### src/rtl/rcc_pkg.sv
package rcc_pkg;

    // flag vector layout
    localparam int unsigned FLG_TOG  = 0;
    localparam int unsigned FLG_WRAP = 1;
    localparam int unsigned NFLG     = 2;

    typedef logic [NFLG-1:0] flag_vec_t;

endpackage

### src/rtl/rcc_alarm_hold.sv
module rcc_alarm_hold (
    input  logic clk_i,
    input  logic rst_ni,
    input  logic nfas_vld_i,
    input  logic nfas_alarm_i,
    output logic alarm_o
);

    typedef struct packed {
        logic alarm;
    } hold_t;

    hold_t st_d, st_q;

    always_comb begin
        st_d = st_q;
        if (nfas_vld_i) begin
            st_d.alarm = nfas_alarm_i;
        end
    end

    always_ff @(posedge clk_i or negedge rst_ni) begin
        if (!rst_ni) begin
            st_q <= '0;
        end else begin
            st_q <= st_d;
        end
    end

    // registered value: a same-cycle E-bit strobe sees the old alarm
    assign alarm_o = st_q.alarm;

endmodule

### src/rtl/rcc_err_count.sv
module rcc_err_count #(
    parameter int unsigned CNT_W = 8
) (
    input  logic             clk_i,
    input  logic             rst_ni,
    input  logic             ebit_vld_i,
    input  logic             ebit_val_i,
    input  logic             alarm_i,
    input  logic             clr_i,
    output logic [CNT_W-1:0] count_o,
    output logic             ev_tog_o,
    output logic             ev_wrap_o
);

    localparam logic [CNT_W-1:0] CNT_MAX = {CNT_W{1'b1}};

    typedef struct packed {
        logic [CNT_W-1:0] cnt;
    } cnt_st_t;

    cnt_st_t st_d, st_q;
    logic    qual_err;

    always_comb begin
        qual_err  = ebit_vld_i && !ebit_val_i && alarm_i;
        st_d      = st_q;
        ev_tog_o  = 1'b0;
        ev_wrap_o = 1'b0;
        if (clr_i) begin
            st_d.cnt = '0;
        end else if (qual_err) begin
            st_d.cnt  = st_q.cnt + 1'b1;
            ev_tog_o  = 1'b1;
            ev_wrap_o = (st_q.cnt == CNT_MAX);
        end
    end

    always_ff @(posedge clk_i or negedge rst_ni) begin
        if (!rst_ni) begin
            st_q <= '0;
        end else begin
            st_q <= st_d;
        end
    end

    assign count_o = st_q.cnt;

endmodule

### src/rtl/rcc_irq_flags.sv
module rcc_irq_flags
    import rcc_pkg::*;
(
    input  logic      clk_i,
    input  logic      rst_ni,
    input  flag_vec_t ev_i,
    input  flag_vec_t w1c_i,
    input  flag_vec_t mask_i,
    output flag_vec_t flag_o,
    output logic      irq_o
);

    typedef struct packed {
        flag_vec_t flg;
    } flg_st_t;

    flg_st_t   st_d, st_q;
    flag_vec_t live;

    always_comb begin
        st_d = st_q;
        for (int i = 0; i < NFLG; i++) begin
            // a fresh event beats its own clear
            st_d.flg[i] = (st_q.flg[i] && !w1c_i[i]) || ev_i[i];
        end
    end

    always_ff @(posedge clk_i or negedge rst_ni) begin
        if (!rst_ni) begin
            st_q <= '0;
        end else begin
            st_q <= st_d;
        end
    end

    for (genvar g = 0; g < NFLG; g++) begin : g_live
        assign live[g] = st_q.flg[g] & mask_i[g];
    end

    assign flag_o = st_q.flg;
    assign irq_o  = |live;

endmodule

### src/rtl/rem_crc_err_cnt.sv
module rem_crc_err_cnt
    import rcc_pkg::*;
#(
    parameter int unsigned CNT_W = 8
) (
    input  logic             clk_i,
    input  logic             rst_ni,
    input  logic             nfas_vld_i,
    input  logic             nfas_alarm_i,
    input  logic             ebit_vld_i,
    input  logic             ebit_val_i,
    input  logic             clr_i,
    input  logic [1:0]       flag_w1c_i,
    input  logic [1:0]       irq_mask_i,
    output logic [CNT_W-1:0] count_o,
    output logic [1:0]       flag_o,
    output logic             irq_o
);

    logic      alarm_held;
    logic      ev_tog;
    logic      ev_wrap;
    flag_vec_t ev_vec;

    rcc_alarm_hold i_alarm (
        .clk_i       (clk_i),
        .rst_ni      (rst_ni),
        .nfas_vld_i  (nfas_vld_i),
        .nfas_alarm_i(nfas_alarm_i),
        .alarm_o     (alarm_held)
    );

    rcc_err_count #(.CNT_W(CNT_W)) i_count (
        .clk_i     (clk_i),
        .rst_ni    (rst_ni),
        .ebit_vld_i(ebit_vld_i),
        .ebit_val_i(ebit_val_i),
        .alarm_i   (alarm_held),
        .clr_i     (clr_i),
        .count_o   (count_o),
        .ev_tog_o  (ev_tog),
        .ev_wrap_o (ev_wrap)
    );

    always_comb begin
        ev_vec           = '0;
        ev_vec[FLG_TOG]  = ev_tog;
        ev_vec[FLG_WRAP] = ev_wrap;
    end

    rcc_irq_flags i_flags (
        .clk_i (clk_i),
        .rst_ni(rst_ni),
        .ev_i  (ev_vec),
        .w1c_i (flag_w1c_i),
        .mask_i(irq_mask_i),
        .flag_o(flag_o),
        .irq_o (irq_o)
    );

endmodule

### config.mk
export PLATFORM = sky130hd
export DESIGN_NAME = rem_crc_err_cnt
export DESIGN_NICKNAME = d
export VERILOG_FILES = /design/src/rtl/rcc_pkg.sv /design/src/rtl/rcc_alarm_hold.sv /design/src/rtl/rcc_err_count.sv /design/src/rtl/rcc_irq_flags.sv /design/src/rtl/rem_crc_err_cnt.sv
export SDC_FILE = /design/constraint.sdc
export NUM_CORES = 1
export LEC_CHECK = 0
export CORE_MARGIN = 8
export CORE_UTILIZATION = 36
export CTS_CLUSTER_DIAMETER = 30
export DETAILED_ROUTE_END_ITERATION = 16
export PLACE_DENSITY = 0.71
export SLEW_MARGIN = 10
export SYNTH_ARGS = -nofsm -noshare
export SYNTH_HDL_FRONTEND = slang
export SYNTH_SLANG_ARGS = --single-unit
### constraint.sdc
create_clock -name clk_i -period 1.6 [get_ports clk_i]
set_clock_uncertainty 0.2 [all_clocks]
set_input_delay 0.24 -clock clk_i [delete_from_list [all_inputs] [get_ports clk_i]]
set_output_delay 0.24 -clock clk_i [all_outputs]
set_load 0.01 [all_outputs]
==> summary.txt <==
Detailed routing
  – DR vias/cell: 5.273
  – Drt initial violations: 9
  – Antenna Violating Nets Remaining: 0
  – Initial DRT Pass Iterations: 4
  – WL final: 1.536 mm
  – Drt wl/cell: 15.52 um
  – Routed vias: between 500 and 600
  – DRC: 0

Floorplanning
  – # IOs: 22
  – Site Rows: 14
  – Core box area: approximately 1500 um2
  – Die ar.: 3002 um2
  – Starting Density: 0.3726
  – Die Y: 54.80 um
  – Die span in x: approximately 55 um

Clock tree
  – Clk slew on worst S/H paths: roughly 0.070 ns
  – Clock root buffer master: clkbuf_4
  – CTS sink count: 11
  – CTS tree: built
  – Post-CTS Hold Buffers: 0
  – Max H-tree Level: 1
  – Clk Latency, worst-skew pair: about 0.27 ns
  – Maximum clock insertion buffer count: 2
  – TritonCTS Buffers: 3

Placed design
  – Cell Area, Placed: ~820 um2
  – IO Port Bufs: 21
  – Detail Placement HPWL: ~1.2 mm
  – Gpl congestion: approximately 0.75
  – Dpl cells: between 90 and 100

Power
  – Power per Cell Area: about 650 nW/um2
  – Peak supply drop: 0.5141 mV
  – Switch share: 0.2357
  – Static Leak: between 0.4 and 0.5 nW
  – Net Sw Power: ~0.00013 W
  – Int Pwr: between 0.0004 and 0.0005 W
  – Clock share of power: 0.346
  – Comb pwr share: 0.134
  – Sequential share of power: 0.521

Global route
  – First-pass GRT wire length: between 2 and 2.5 mm
  – Number of global-route vias before repair: 557
  – Largest net degree at the start of global routing: 12
  – Total grt overflow: 0
  – GRT Resource Usage Total: 0.1128
  – Initial antenna violation count: 0

Yosys
  – Post-synth cell types: 26
  – Area contributors post-synth: dfrtp_1 (51%), mux2_2 (4.2%), a21oi_1 (3.7%)
  – Syn nets: between 60 and 70
  – Share of the synthesized area in the top cell type: 0.5081
  – Yosys warnings: 0
  – Largest area contributor in the netlist: dfrtp_1
  – Number of synthesized flops with an enable pin: 0
  – Cell area after synthesis: 541.8 um2
  – Syn Area/Cell: between 10 and 15 um2
  – Seq cells post-synth: 11
  – Post-synth ARST share: 1.000
  – Post-Syn Instances: approximately 50
  – Top_reg_cell synth: dfrtp_1
  – Sequential area share after synthesis: 0.5081

Timing
  – Endpoints failing hold: 0
  – Final slew viol count: 0
  – Final Cycle Share: 0.9835
  – Final setup violation count: 0
  – Worst-Margin Slew: 0.5354 ns
  – Slew HR: 0.6419
  – Post-route minimum period: about 1.6 ns
  – Max frequency: 635.5 MHz
  – RSZ-0062 raised after global routing: false

Finish
  – Diode count: 0
  – Final Instance Area: 860.8 um2
  – Layout fillers: about 140
  – Layout cells sized above 1: 0.2771
  – Post-Layout Cell Count: 99
  – Nets: 96
  – P&R area growth vs syn: 58.89%

Setup path
  – Startpoint Class: flop
  – Required @ worst endpoint: around 1.6 ns
  – CP arrival: ~1.5 ns
  – CP Max Fanout: 2
  – CP endpoint kind: flop
  – Crit Path Class: flop to flop

Flow run
  – Maxcap violations: 0

Run status
  – Status: finished clean

Min path
  – Type of the worst min-delay path: input pin to async pin
[power by group through the flow]
stage | registers (W) | logic (W) | clock network [W]
floorplan | 0.000298 | 0.0000197 | 0
global route | 0.000291 | 0.0000822 | 0.000216
finish | 0.000290 | 0.0000744 | 0.000192
global placement | 0.000296 | 0.0000754 | 0
detailed placement | 0.000296 | 0.0000769 | 0
CTS | 0.000290 | 0.0000731 | 0.000198
[synth_stat cells (all sizes together) (2+ instances only)]
master	number
nand3	2
nand3b	2
inv	2
nor2	4
a21oi	4
dfrtp	11
nand4	2
o21ai	2
mux2	2
or3	2
or4	2
o31ai	2
[worst max-delay path: stages (launching register included)]
cell	delay, ns
dfrtp_1	0.39
ha_1	0.21
and4b_2	0.24
nand3_1	0.09
mux2_2	0.33
[registers in the layout (all words and copies together) (netlist names)]
signal and flops:
i_alarm.alarm_o 1, i_count.count_o 8, i_flags.flag_o 2
[metrics by stage]
| step | TNS (ns) | util | total power (W) | setup WS (ns) | hold WS (ns) |
|---|---|---|---|---|---|
| after detailed placement | -1.314 | 0.5645 | 0.0003728 | -0.2906 | 0.3422 |
| after global routing | 0 | 0.5921 | 0.0005892 | 0.002513 | 0.1490 |
| after floorplan | 0 | - | 0.0003178 | 0.003802 | -0.2556 |
| after CTS | 0 | 0.5852 | 0.0005618 | 0.02377 | 0.1210 |
| after global placement | -1.053 | 0.5645 | 0.0003709 | -0.2091 | 0.3350 |
| final | 0 | 0.5921 | 0.0005568 | 0.02640 | 0.1160 |
[logic make-up (layout without fill, tap and decap cells)]
logic type               after synthesis  after routing  share of synthesized area
AO/OA/AOI/OAI                         11             11                     0.1270
XOR/XNOR                               2              2                    0.03234
adder cells (fa/ha/maj)                1              1                    0.02309
buffers and inverters                  3             37                    0.02078
flip-flops                            11             11                     0.5081
multiplexers                           3              3                    0.06004
AND/OR/NAND/NOR                       18             18                     0.2286
[worst paths after layout]
path                                           startpoint                        endpoint  slack [ns]  cells after the start
hold reg to reg               i_flags.flag_o[1]$_DFF_PN0_     i_flags.flag_o[1]$_DFF_PN0_        0.35                      2
min in group clk_i                          flag_w1c_i[0]     i_flags.flag_o[0]$_DFF_PN0_        0.34                      2
setup / recovery           i_count.count_o[0]$_DFFE_PN0P_  i_count.count_o[4]$_DFFE_PN0P_        0.03                      4
max in group asynchronous                          rst_ni  i_count.count_o[2]$_DFFE_PN0P_        0.70                      1
hold / removal                                     rst_ni     i_flags.flag_o[1]$_DFF_PN0_        0.12                      1
setup reg to reg           i_count.count_o[0]$_DFFE_PN0P_  i_count.count_o[4]$_DFFE_PN0P_        0.03                      4
[routing by layer]
metal  global-route usage  part of all wire  routed length [um]
met1               0.1315              0.43                 659
met2               0.1830              0.47                 721
met3              0.03533             0.086                 132
met4              0.05328             0.015                  23
met5                    0                 0                   0
[layout make-up]
cell class                      count  area (um2)  area share
Sequential cell                    11       277.8      0.3227
Timing Repair Buffer               31       266.5      0.3096
Multi-Input combinational cell     35       262.8      0.3052
Clock buffer                        4       26.28     0.03052
Tap cell                           16       20.02     0.02326
Inverter                            2       7.507    0.008721
[cells in the final DEF (no fill, tap or decap), types with 2 or more instances in the layout]
cell type	synthesis	final
nand4_1	2	2
inv_1	2	2
o31ai_1	2	2
clkbuf_4	0	3
dlygate4sd2_1	0	11
o21ai_0	2	2
dfrtp_2	0	2
clkdlybuf4s50_1	0	9
buf_4	0	10
a21oi_1	4	3
dfrtp_1	11	9
nor2_1	4	4
mux2_2	2	2
nand3_1	2	2
[timing repair]
| item | 4_1_cts | 5_1_grt |
|---|---|---|
| endpoints found under the setup margin | 12 | 2 |
| setup buffers | 2 | 1 |
| resized for setup | 15 | 3 |
(Power assumes the default switching activity.)
